File: config.mk
export PLATFORM = sky130hd
export DESIGN_NAME = aud_port_regs
export DESIGN_NICKNAME = d
export VERILOG_FILES = /design/src/rtl/aud_port_pkg.sv /design/src/rtl/aud_cmd_enables.sv /design/src/rtl/aud_status_flags.sv /design/src/rtl/aud_irq_mask.sv /design/src/rtl/aud_port_regs.sv
export SDC_FILE = /design/constraint.sdc
export NUM_CORES = 1
export LEC_CHECK = 0
export CORE_ASPECT_RATIO = 1.4
export CORE_MARGIN = 2
export CORE_UTILIZATION = 51
export CTS_CLUSTER_DIAMETER = 200
export DETAILED_ROUTE_END_ITERATION = 6
export GPL_TIMING_DRIVEN = 0
export PLACE_DENSITY = 0.83
export REMOVE_ABC_BUFFERS = 1
export SETUP_SLACK_MARGIN = 0.02
export SLEW_MARGIN = 20
export SYNTH_ARGS = -nofsm -noshare
export SYNTH_HDL_FRONTEND = slang
export SYNTH_HIERARCHICAL = 1
export SYNTH_SLANG_ARGS = --single-unit
File: constraint.sdc
create_clock -name clk_i -period 5.2 [get_ports clk_i]
set_clock_uncertainty 0.1 [all_clocks]
set_input_delay 0.78 -clock clk_i [delete_from_list [all_inputs] [get_ports clk_i]]
set_output_delay 0.78 -clock clk_i [all_outputs]
set_load 0.01 [all_outputs]
File: src/rtl/aud_port_pkg.sv
package aud_port_pkg;
  localparam int unsigned REG_W   = 32;
  localparam int unsigned MAX_CH  = 8;

  localparam logic [7:0] OFS_CMD  = 8'h00;
  localparam logic [7:0] OFS_MODE = 8'h04;
  localparam logic [7:0] OFS_STAT = 8'h08;
  localparam logic [7:0] OFS_SCLR = 8'h0C;
  localparam logic [7:0] OFS_SSET = 8'h10;
  localparam logic [7:0] OFS_IEN  = 8'h14;
  localparam logic [7:0] OFS_IDIS = 8'h18;
  localparam logic [7:0] OFS_IMSK = 8'h1C;
  localparam logic [7:0] OFS_RHLD = 8'h20;
  localparam logic [7:0] OFS_THLD = 8'h24;
  localparam logic [7:0] OFS_VER  = 8'h28;

  // status bit positions
  localparam int unsigned ST_RXEN  = 0;
  localparam int unsigned ST_RXRDY = 1;
  localparam int unsigned ST_RXOR  = 2;
  localparam int unsigned ST_TXEN  = 4;
  localparam int unsigned ST_TXRDY = 5;
  localparam int unsigned ST_TXUR  = 6;
  localparam int unsigned ST_RXCH  = 8;
  localparam int unsigned ST_TXCH  = 20;

  localparam int unsigned CMD_SRST = 7;
  localparam int unsigned N_PAIRS  = 3;  // rx, clk, tx

  localparam logic [REG_W-1:0] IRQ_SRC = 32'h0000_0066;
endpackage

File: src/rtl/aud_cmd_enables.sv
module aud_cmd_enables
  import aud_port_pkg::*;
(
  input  logic               clk_i,
  input  logic               rst_ni,
  input  logic               srst_i,
  input  logic               cmd_we_i,
  input  logic [2*N_PAIRS-1:0] cmd_i,
  output logic [N_PAIRS-1:0] en_o
);
  logic [N_PAIRS-1:0] en_q;

  // pair k: bit 2k enables, bit 2k+1 disables; disable has priority
  for (genvar k = 0; k < N_PAIRS; k++) begin : g_pair
    always_ff @(posedge clk_i or negedge rst_ni) begin
      if (!rst_ni)                      en_q[k] <= 1'b0;
      else if (srst_i)                  en_q[k] <= 1'b0;
      else if (cmd_we_i && cmd_i[2*k+1]) en_q[k] <= 1'b0;
      else if (cmd_we_i && cmd_i[2*k])   en_q[k] <= 1'b1;
    end

    a_r2_disable_wins: assert property (@(posedge clk_i) disable iff (!rst_ni)
      (cmd_we_i && cmd_i[2*k+1]) |=> !en_o[k]);
    a_r2_state_holds: assert property (@(posedge clk_i) disable iff (!rst_ni)
      (!cmd_we_i && !srst_i) |=> $stable(en_o[k]));
  end

  assign en_o = en_q;

  a_r3_srst_enables: assert property (@(posedge clk_i) disable iff (!rst_ni)
    srst_i |=> (en_o == '0));
endmodule

File: src/rtl/aud_status_flags.sv
module aud_status_flags
  import aud_port_pkg::*;
#(
  parameter int unsigned NCH = 8
) (
  input  logic             clk_i,
  input  logic             rst_ni,
  input  logic             srst_i,
  input  logic             rx_en_i,
  input  logic             tx_en_i,
  input  logic             rx_word_valid_i,
  input  logic             rhr_rd_i,
  input  logic [NCH-1:0]   rx_ovr_i,
  input  logic [NCH-1:0]   tx_udr_i,
  input  logic             clr_we_i,
  input  logic             set_we_i,
  input  logic [REG_W-1:0] wdata_i,
  output logic             rxrdy_o,
  output logic             rxor_o,
  output logic             txur_o,
  output logic [NCH-1:0]   rxor_ch_o,
  output logic [NCH-1:0]   txur_ch_o
);
  logic            rxrdy_q, rxor_q, txur_q;
  logic [NCH-1:0]  rx_ev, tx_ev;

  assign rx_ev = rx_en_i ? rx_ovr_i : '0;
  assign tx_ev = tx_en_i ? tx_udr_i : '0;

  always_ff @(posedge clk_i or negedge rst_ni) begin
    if (!rst_ni)                         rxrdy_q <= 1'b0;
    else if (srst_i)                     rxrdy_q <= 1'b0;
    else if (rx_word_valid_i && rx_en_i) rxrdy_q <= 1'b1;
    else if (rhr_rd_i)                   rxrdy_q <= 1'b0;
  end

  // sticky flag: event or set-register beats clear-register
  always_ff @(posedge clk_i or negedge rst_ni) begin
    if (!rst_ni) begin
      rxor_q <= 1'b0;
      txur_q <= 1'b0;
    end else if (srst_i) begin
      rxor_q <= 1'b0;
      txur_q <= 1'b0;
    end else begin
      if ((|rx_ev) || (set_we_i && wdata_i[ST_RXOR])) rxor_q <= 1'b1;
      else if (clr_we_i && wdata_i[ST_RXOR])          rxor_q <= 1'b0;
      if ((|tx_ev) || (set_we_i && wdata_i[ST_TXUR])) txur_q <= 1'b1;
      else if (clr_we_i && wdata_i[ST_TXUR])          txur_q <= 1'b0;
    end
  end

  for (genvar c = 0; c < NCH; c++) begin : g_ch
    logic rx_f, tx_f;
    always_ff @(posedge clk_i or negedge rst_ni) begin
      if (!rst_ni) begin
        rx_f <= 1'b0;
        tx_f <= 1'b0;
      end else if (srst_i) begin
        rx_f <= 1'b0;
        tx_f <= 1'b0;
      end else begin
        if (rx_ev[c] || (set_we_i && wdata_i[ST_RXCH+c])) rx_f <= 1'b1;
        else if (clr_we_i && wdata_i[ST_RXCH+c])          rx_f <= 1'b0;
        if (tx_ev[c] || (set_we_i && wdata_i[ST_TXCH+c])) tx_f <= 1'b1;
        else if (clr_we_i && wdata_i[ST_TXCH+c])          tx_f <= 1'b0;
      end
    end
    assign rxor_ch_o[c] = rx_f;
    assign txur_ch_o[c] = tx_f;

    a_r5_rx_event_latched: assert property (@(posedge clk_i) disable iff (!rst_ni)
      (!srst_i && rx_en_i && rx_ovr_i[c]) |=> (rxor_ch_o[c] && rxor_o));
    a_r6_event_beats_clear: assert property (@(posedge clk_i) disable iff (!rst_ni)
      (!srst_i && tx_en_i && tx_udr_i[c] && clr_we_i) |=> (txur_ch_o[c] && txur_o));
  end

  assign rxrdy_o = rxrdy_q;
  assign rxor_o  = rxor_q;
  assign txur_o  = txur_q;

  a_r5_rx_off_ignored: assert property (@(posedge clk_i) disable iff (!rst_ni)
    (!srst_i && !rx_en_i && !set_we_i && !rxor_o) |=> !rxor_o);
  a_r4_read_consumes: assert property (@(posedge clk_i) disable iff (!rst_ni)
    (!srst_i && rhr_rd_i && !(rx_word_valid_i && rx_en_i)) |=> !rxrdy_o);
  a_r7_set_reg: assert property (@(posedge clk_i) disable iff (!rst_ni)
    (!srst_i && set_we_i && wdata_i[ST_TXUR]) |=> txur_o);
  a_r3_srst_flags: assert property (@(posedge clk_i) disable iff (!rst_ni)
    srst_i |=> (!rxrdy_o && !rxor_o && !txur_o && rxor_ch_o == '0 && txur_ch_o == '0));
endmodule

File: src/rtl/aud_irq_mask.sv
module aud_irq_mask
  import aud_port_pkg::*;
(
  input  logic             clk_i,
  input  logic             rst_ni,
  input  logic             srst_i,
  input  logic             ien_we_i,
  input  logic             idis_we_i,
  input  logic [REG_W-1:0] wdata_i,
  input  logic [REG_W-1:0] status_i,
  output logic [REG_W-1:0] mask_o,
  output logic             irq_o
);
  logic [REG_W-1:0] mask_q;

  always_ff @(posedge clk_i or negedge rst_ni) begin
    if (!rst_ni)        mask_q <= '0;
    else if (srst_i)    mask_q <= '0;
    else if (ien_we_i)  mask_q <= mask_q | (wdata_i & IRQ_SRC);
    else if (idis_we_i) mask_q <= mask_q & ~wdata_i;
  end

  assign mask_o = mask_q;
  assign irq_o  = |(status_i & mask_q);

  a_r9_disable_clears: assert property (@(posedge clk_i) disable iff (!rst_ni)
    (!srst_i && idis_we_i && !ien_we_i) |=> ((mask_o & $past(wdata_i)) == '0));
  a_r9_only_sources: assert property (@(posedge clk_i) disable iff (!rst_ni)
    ien_we_i |=> ((mask_o & ~IRQ_SRC) == '0));
  a_r3_srst_mask: assert property (@(posedge clk_i) disable iff (!rst_ni)
    srst_i |=> (mask_o == '0 && !irq_o));
endmodule

File: src/rtl/aud_port_regs.sv
module aud_port_regs
  import aud_port_pkg::*;
#(
  parameter int unsigned ADDR_W  = 8,
  parameter int unsigned NCH     = 8,
  parameter logic [31:0] VERSION = 32'h0001_0203
) (
  input  logic              clk_i,
  input  logic              rst_ni,
  input  logic              req_i,
  input  logic              we_i,
  input  logic [ADDR_W-1:0] addr_i,
  input  logic [31:0]       wdata_i,
  output logic [31:0]       rdata_o,
  input  logic              rx_word_valid_i,
  input  logic [31:0]       rx_word_i,
  input  logic [NCH-1:0]    rx_ovr_i,
  input  logic              tx_ready_i,
  input  logic [NCH-1:0]    tx_udr_i,
  output logic              rx_en_o,
  output logic              tx_en_o,
  output logic              clk_en_o,
  output logic [31:0]       mode_o,
  output logic [31:0]       tx_word_o,
  output logic              tx_load_o,
  output logic              irq_o
);
  localparam int unsigned NPAD = MAX_CH - NCH;

  function automatic logic at(input logic [ADDR_W-1:0] a, input logic [7:0] ofs);
    return a == ADDR_W'(ofs);
  endfunction

  logic wr, rd;
  logic cmd_we, srst, mode_we, sclr_we, sset_we, ien_we, idis_we, thld_we, rhr_rd;
  assign wr = req_i && we_i;
  assign rd = req_i && !we_i;

  assign cmd_we  = wr && at(addr_i, OFS_CMD);
  assign srst    = cmd_we && wdata_i[CMD_SRST];
  assign mode_we = wr && at(addr_i, OFS_MODE);
  assign sclr_we = wr && at(addr_i, OFS_SCLR);
  assign sset_we = wr && at(addr_i, OFS_SSET);
  assign ien_we  = wr && at(addr_i, OFS_IEN);
  assign idis_we = wr && at(addr_i, OFS_IDIS);
  assign thld_we = wr && at(addr_i, OFS_THLD);
  assign rhr_rd  = rd && at(addr_i, OFS_RHLD);

  logic [N_PAIRS-1:0] en;
  aud_cmd_enables u_cmd (
    .clk_i    (clk_i),
    .rst_ni   (rst_ni),
    .srst_i   (srst),
    .cmd_we_i (cmd_we && !srst),
    .cmd_i    (wdata_i[2*N_PAIRS-1:0]),
    .en_o     (en)
  );
  assign rx_en_o  = en[0];
  assign clk_en_o = en[1];
  assign tx_en_o  = en[2];

  logic           rxrdy, rxor, txur;
  logic [NCH-1:0] rxor_ch, txur_ch;
  aud_status_flags #(.NCH(NCH)) u_flags (
    .clk_i           (clk_i),
    .rst_ni          (rst_ni),
    .srst_i          (srst),
    .rx_en_i         (rx_en_o),
    .tx_en_i         (tx_en_o),
    .rx_word_valid_i (rx_word_valid_i),
    .rhr_rd_i        (rhr_rd),
    .rx_ovr_i        (rx_ovr_i),
    .tx_udr_i        (tx_udr_i),
    .clr_we_i        (sclr_we),
    .set_we_i        (sset_we),
    .wdata_i         (wdata_i),
    .rxrdy_o         (rxrdy),
    .rxor_o          (rxor),
    .txur_o          (txur),
    .rxor_ch_o       (rxor_ch),
    .txur_ch_o       (txur_ch)
  );

  logic [MAX_CH-1:0] rxor_w, txur_w;
  if (NPAD > 0) begin : g_pad
    assign rxor_w = {{NPAD{1'b0}}, rxor_ch};
    assign txur_w = {{NPAD{1'b0}}, txur_ch};
  end else begin : g_nopad
    assign rxor_w = rxor_ch;
    assign txur_w = txur_ch;
  end

  logic [31:0] status;
  assign status = {4'b0, txur_w, 4'b0, rxor_w,
                   1'b0, txur, tx_en_o & tx_ready_i, tx_en_o,
                   1'b0, rxor, rxrdy, rx_en_o};

  logic [31:0] mask;
  aud_irq_mask u_irq (
    .clk_i     (clk_i),
    .rst_ni    (rst_ni),
    .srst_i    (srst),
    .ien_we_i  (ien_we),
    .idis_we_i (idis_we),
    .wdata_i   (wdata_i),
    .status_i  (status),
    .mask_o    (mask),
    .irq_o     (irq_o)
  );

  logic [31:0] mode_q, rx_hold_q, tx_word_q;
  logic        tx_load_q;
  always_ff @(posedge clk_i or negedge rst_ni) begin
    if (!rst_ni) begin
      mode_q    <= '0;
      rx_hold_q <= '0;
      tx_word_q <= '0;
      tx_load_q <= 1'b0;
    end else if (srst) begin
      mode_q    <= '0;
      rx_hold_q <= '0;
      tx_word_q <= '0;
      tx_load_q <= 1'b0;
    end else begin
      if (mode_we) mode_q <= wdata_i;
      if (rx_word_valid_i && rx_en_o) rx_hold_q <= rx_word_i;
      if (thld_we) tx_word_q <= wdata_i;
      tx_load_q <= thld_we;
    end
  end

  assign mode_o    = mode_q;
  assign tx_word_o = tx_word_q;
  assign tx_load_o = tx_load_q;

  always_comb begin
    rdata_o = '0;
    if (rd) begin
      if (at(addr_i, OFS_MODE)) rdata_o = mode_q;
      if (at(addr_i, OFS_STAT)) rdata_o = status;
      if (at(addr_i, OFS_IMSK)) rdata_o = mask;
      if (at(addr_i, OFS_RHLD)) rdata_o = rx_hold_q;
      if (at(addr_i, OFS_VER))  rdata_o = VERSION;
    end
  end

  a_r11_thr_load: assert property (@(posedge clk_i) disable iff (!rst_ni)
    (thld_we && !srst) |=> (tx_load_o && tx_word_o == $past(wdata_i)));
  a_r11_load_single: assert property (@(posedge clk_i) disable iff (!rst_ni)
    !thld_we |=> !tx_load_o);
  a_r4_word_latched: assert property (@(posedge clk_i) disable iff (!rst_ni)
    (!srst && rx_word_valid_i && rx_en_o) |=> (rx_hold_q == $past(rx_word_i)));
endmodule

== Word level (Yosys, flattened, before mapping) ==
Index checks and enable logic that the tools add are counted.
Word-level totals
  word-level logic and storage cells: 231
  register bits after elaboration: 151
  output and inout bits: 101
  input bits: 94
Cells by class
  bitwise gates (word level): 5
  reduce and logical (&&, ||, !) cells: 105
  mux-type cells: 84
  equality and inequality tests: 10
Operator list (count)
  $mux 32: 15
  $reduce_bool 3->1: 23
  $mux 1: 67
  $logic_and 1x1->1: 55
  $and 28x32->32: 1
  $and 32x32->32: 1
  $eq 8x5->1 const B: 4
  $not 32->32: 1
  $or 32x7->32: 1
  $reduce_or 32->1: 1
  $eq 8x6->1 const B: 3
  $logic_or 1x1->1: 18
  $eq 8x4->1 const B: 2
  $mux 8: 2
  $reduce_or 8->1: 2
  $eq 8x3->1 const B: 1
  $logic_not 8->1: 1
  $reduce_bool 2->1: 3
  $logic_not 1->1: 2
  $and 1x1->1: 1

== Longest topological paths before layout ==
  word-level depth: 9
  mapped depth: 9

== Hierarchy ==
Netlist, hierarchy kept.
By module, submodules not included
  aud_port_regs: instances 1, area an instance 4903.5 sq um, seq. area each 2427.3 sq um, cells an instance 534
  aud_irq_mask: instances 1, area an instance 1373.8 sq um, seq. area each 800.8 sq um, cells an instance 128
  aud_status_flags: instances 1, area an instance 1009.7 sq um, seq. area each 475.5 sq um, cells an instance 105
  aud_cmd_enables: instances 1, area an instance 112.6 sq um, seq. area each 75.1 sq um, cells an instance 9

== Least setup slack after synthesis ==
No wires, ideal clock.
  path type: input -> output
  start: input addr_i[7]
  end: output rdata_o[17]
  setup slack: 2.056 ns
  path buffers: 2
  arrival time: 2.264 ns
  stages on the path: 6
  cell sequence: or4b_1 buf_2 nor2_4 buf_2 a221oi_1 a211oi_1
Between the ends
  cells in the longest elaborated chain, start to end: 7
  elaborated cells between the ends (all ways): 11
Ends and longest elaborated chain
  start: declaration: RTL line aud_port_regs.sv:12  | input logic [ADDR_W-1:0] addr_i,
  $eq 8x3->1: RTL line aud_port_regs.sv:31  | return a == ADDR_W'(ofs);
  $mux 32: RTL line aud_port_regs.sv:139  | if (at(addr_i, OFS_MODE)) rdata_o = mode_q;
  $mux 32: RTL line aud_port_regs.sv:140  | if (at(addr_i, OFS_STAT)) rdata_o = status;
  $mux 32: RTL line aud_port_regs.sv:141  | if (at(addr_i, OFS_IMSK)) rdata_o = mask;
  $mux 32: RTL line aud_port_regs.sv:142  | if (at(addr_i, OFS_RHLD)) rdata_o = rx_hold_q;
  $mux 32 (*): RTL line aud_port_regs.sv:143  | if (at(addr_i, OFS_VER)) rdata_o = VERSION;
  $mux 32 (*): RTL line aud_port_regs.sv:138  | if (rd) begin
  end: declaration: RTL line aud_port_regs.sv:14  | output logic [31:0] rdata_o,
Every way passes the cells marked *; elsewhere a longest branch is shown, timed or not.

== Worst setup path in the final report ==
  start: input addr_i[3]
  end: output rdata_o[18]
The elaborated chain is that of the path after synthesis.

==> impl.org <==
** Setup path
- Most numerous cell on the critical path :: sky130_fd_sc_hd__clkdlybuf4s50_1
- CP max-delay cell :: sky130_fd_sc_hd__or4_2
- Classification of the worst setup path :: input pin to primary output
- Critical path data arrival time :: 4.11 ns
- Type of origin of the critical path :: input pin
- The critical path contains buffers and inverters numbering 2 combined.
- Worst path depth :: 6
- Highest fanout seen on the critical path :: 35
- For this run, the slowest stage of the critical path takes 1.10 ns.
- The number of cells on the worst reg-to-reg path is 3.
- Grouping stages by cell kind, the critical path spends the most delay in simple AND/OR/NAND/NOR gates.
- STA puts the critical path data required time at 4.32 ns.
- Critical path endpoint category :: primary output
- Following the worst setup path forward leads to its endpoint at rdata_o[18].
- Critical path, cell by cell :: clkdlybuf4s50_1 > or4_2 > nor2_4 > a221oi_1 > a211oi_1 > clkdlybuf4s50_1
- Crit path from :: addr_i[3]
- Origin of the critical flop-to-flop path :: u_cmd/en_o[0]$_DFFE_PN0P_
- Flop2flop setup slack :: 3.16 ns
- Capture instance of the worst register-to-register path :: rx_hold_q[4]$_DFFE_PN0P_

** Placement
- In this run the cell area measured after placement is 9520 sq um.
- Routability-driven placement congestion ratio :: 0.845
- # port buffers :: 194
- Post-detailed-placement half-perimeter wirelength :: 16,800 microns
- At the placement stage, the worst setup path has a slack of 0.116 ns.

** Timing
- Final count of hold timing violations :: 0
- Dividing the final minimum period by the clock period gives 96.0%.
- # setup viols final :: 0
- Slew at the pin with the worst max-slew slack :: 0.972 ns
- Period minus WS final :: 4.99 ns
- In this run the tightest slew margin relative to its limit is 35.1%.
- Min Hold Slack :: 0.227 ns
- Setup slack on the critical path of the routed design comes to 0.210 ns.
- For the final routed database, the setup TNS stands at 0 ns.
- The final max-slew violation count came to 0.
- Timing would allow up to 200 MHz.
- Setup repair after global routing missed its margin :: false

** Power
- Maximum vdd ir drop :: 204 uV
- Leak :: 4.12 nW
- Total power consumption of the routed design :: 2.83 mW
- Power spread over the standard cell area amounts to 279 nW/um^2.

** Global route
- Global-route wire length before repair :: 39,700 microns
- Global routing used 32.9% of the available tracks.
- Overflow left after global routing :: 0
- Entering global routing, the biggest net connects 78 pins.
- Vias in the first global route :: 7,243
- Number of antenna violations at the first check in global routing :: 0

** Route
- Signal routing reaches up to met4.
- DRC errors left :: 9
- Met2 wire length :: 13,000 microns
- For this block, the via count after detailed routing is 7,196.
- Remaining antenna violation count :: 0
- The first routing iteration left 736 violations.
- The final layout contains routed wiring with a total length of 25,400 microns.
- Number of optimization iterations in the first detailed-route pass :: 7
- Wire length on met3 :: 2080 microns
- After detailed routing, the wire length on met1 is 9630 microns.
- After detailed routing, the average wire length per cell comes to 22.3 microns.
- After detailed routing, the number of vias per cell comes to 6.31.

** Logic synthesis
- Share of Yosys cell area claimed by the top area cell type :: 51.1%
- The synthesized netlist devotes 0% of its cell area to adder and majority cells.
- Dividing the synthesized area by the synthesized cell count gives 9.54 sq um.
- Yosys attributes the largest share of cell area to sky130_fd_sc_hd__dfrtp_1, sky130_fd_sc_hd__nand2_1, sky130_fd_sc_hd__a21oi_1.
- The biggest area contributor in the post-synthesis netlist is sky130_fd_sc_hd__dfrtp_1.
- The synthesized netlist devotes 15.9% of its cell area to simple gates.
- The mapped netlist covers 7400 sq um.
- Post-Synthesis Cells :: 776
- Synth Warn # :: 6
- The portion of synthesized area spent on multiplexers is 0%.
- Post-synthesis sequential area ratio :: 51.1%
- Post-synthesis register bit count :: 151
- The synthesized netlist devotes 0% of its cell area to XOR and XNOR gates.
- The synthesized netlist devotes 26.8% of its cell area to compound gates.
- By area, the combinational part of the netlist is dominated by compound AO/OA/AOI/OAI gates.
- Synthesis instantiated 40 different standard cells from the library.

** Final layout
- Register area :: 3780 sq um
- After routing the design area is 10,100 sq um.
- Highest-count cells in the layout ignoring fill and taps :: sky130_fd_sc_hd__clkdlybuf4s50_1, sky130_fd_sc_hd__nand2_1, sky130_fd_sc_hd__dfrtp_1
- Summing all multi-input logic gate instances after layout gives 3280 sq um.
- The repair_antennas step left the layout with diodes totalling 0.
- Share of final-layout standard cells stronger than drive strength 1 :: 8.62%
- Number of nets at the end of the flow :: 1,033
- From synthesis to final layout, the design area changed by 36.8%.
- Most common cell after layout, fill and taps aside :: sky130_fd_sc_hd__clkdlybuf4s50_1
- Count of filler cells inserted in the layout :: 1,086

** Die
- Placeable core area :: 14,300 sq um
- Die footprint :: 15,500 sq um
- Once the floorplan was initialized, standard cells occupied 51.7% of the core.
- Height of the die :: 147 microns
- Row Count :: 52
- I/O pin count :: 195
- From left edge to right edge, the die measures 106 microns.

** Clocking
- Clock tree from TritonCTS :: built
- Clock root buffer :: sky130_fd_sc_hd__clkbuf_16
- Clock latency of the later-clocked register in the worst-skew pair :: 0.40 ns
- Sinks on the clock net :: 151
- The clock passes through at most 2 buffers.
- Clock transition at the register clock pins on the worst setup and hold paths after CTS :: 0.06 ns
- Post-CTS setup buffers :: 0
- Post-CTS resize count :: 0
- Htree depth :: 4
- Total clock buffers created by CTS :: 17
- CTS hold repair buffers :: 0

** Min path
- Type of the most critical hold path :: input pin to async pin

** Status
- The final reports fail on design-rule violations.
- Result of the run :: finished, violations left

** Job
- Across the run, the number of max-cap violations was 0.
[metal layers]
metal	up-vias	global-route usage, %
li1	3173	-
met1	3542	41.5
met2	417	55.6
met3	64	6.61
met4	0	13.0
met5	-	0
[per-stage QoR]
stage	cells	util, %
floorplan	699	-
global route	1140	70.7
global placement	1082	64.0
detailed placement	1108	66.5
CTS	1139	70.6
finish	1140	70.7
[worst reg2reg max path: cells and delay by family, from the launching register on]
kind | cells | cell delay, ns
and+or+nand+nor | 2 | 0.92
AOI/OAI and AO/OA | 1 | 0.15
DFF | 1 | 0.79
[sequential cells by signal, indices dropped and copies added (netlist names)]
name	count
u_cmd/en_o	3
mode_o	32
u_flags/txur_o	1
u_flags/g_ch.rx_f	8
u_flags/g_ch.tx_f	8
u_flags/rxrdy_o	1
u_irq/mask_o	32
tx_load_o	1
u_flags/rxor_o	1
rx_hold_q	32
tx_word_o	32
[how the worst min path moves through the flow]
stage | start | to | slack (ns) | depth (start not counted)
5_1_grt | rst_ni | tx_word_o[22]$_DFFE_PN0P_ | 0.28 | 1
4_1_cts | rst_ni | tx_word_o[22]$_DFFE_PN0P_ | 0.26 | 1
2_1_floorplan | rst_ni | mode_o[0]$_DFFE_PN0P_ | 0.38 | 0
3_3_place_gp | tx_word_o[27]$_DFFE_PN0P_ | tx_word_o[27]$_DFFE_PN0P_ | 0.38 | 1
6_report | rst_ni | tx_word_o[22]$_DFFE_PN0P_ | 0.23 | 1
3_5_place_dp | tx_word_o[28]$_DFFE_PN0P_ | tx_word_o[28]$_DFFE_PN0P_ | 0.38 | 1
[where the power goes]
part	switching [mW]	internal (mW)
clock	0.495	0.753
sequential	0.0532	1.24
combinational	0.139	0.144
[area by class of cell]
cell class	count	share of cell area (%)
clock buffers	19	4.28
clock inverters	12	1.52
inverters	2	0.0741
multi-input cells	547	32.4
flip-flops and latches	151	37.3
well taps	189	2.34
repair buffers	220	22.0
[cell families after synthesis]
logic type | Yosys count
buffers and inverters | 88
flip-flops | 151
other | 1
AO/OA/AOI/OAI | 286
AND/OR/NAND/NOR | 250
[synthesized netlist by cell type (all sizes together)]
library cell / number
a211oi: 31
a21oi: 98
a221oi: 28
a222oi: 18
a22o: 52
a22oi: 23
and2: 2
and4: 2
buf: 52
clkbuf: 34
conb: 1
dfrtp: 151
inv: 2
nand2: 153
nand2b: 28
nand3: 6
nand4: 4
nor2: 29
nor2b: 2
nor3: 4
nor4: 3
nor4b: 5
o21ai: 33
o311ai: 2
o41ai: 1
or2b: 2
or3: 1
or4: 6
or4b: 3
Note: power is estimated with default switching activity, not from simulation.
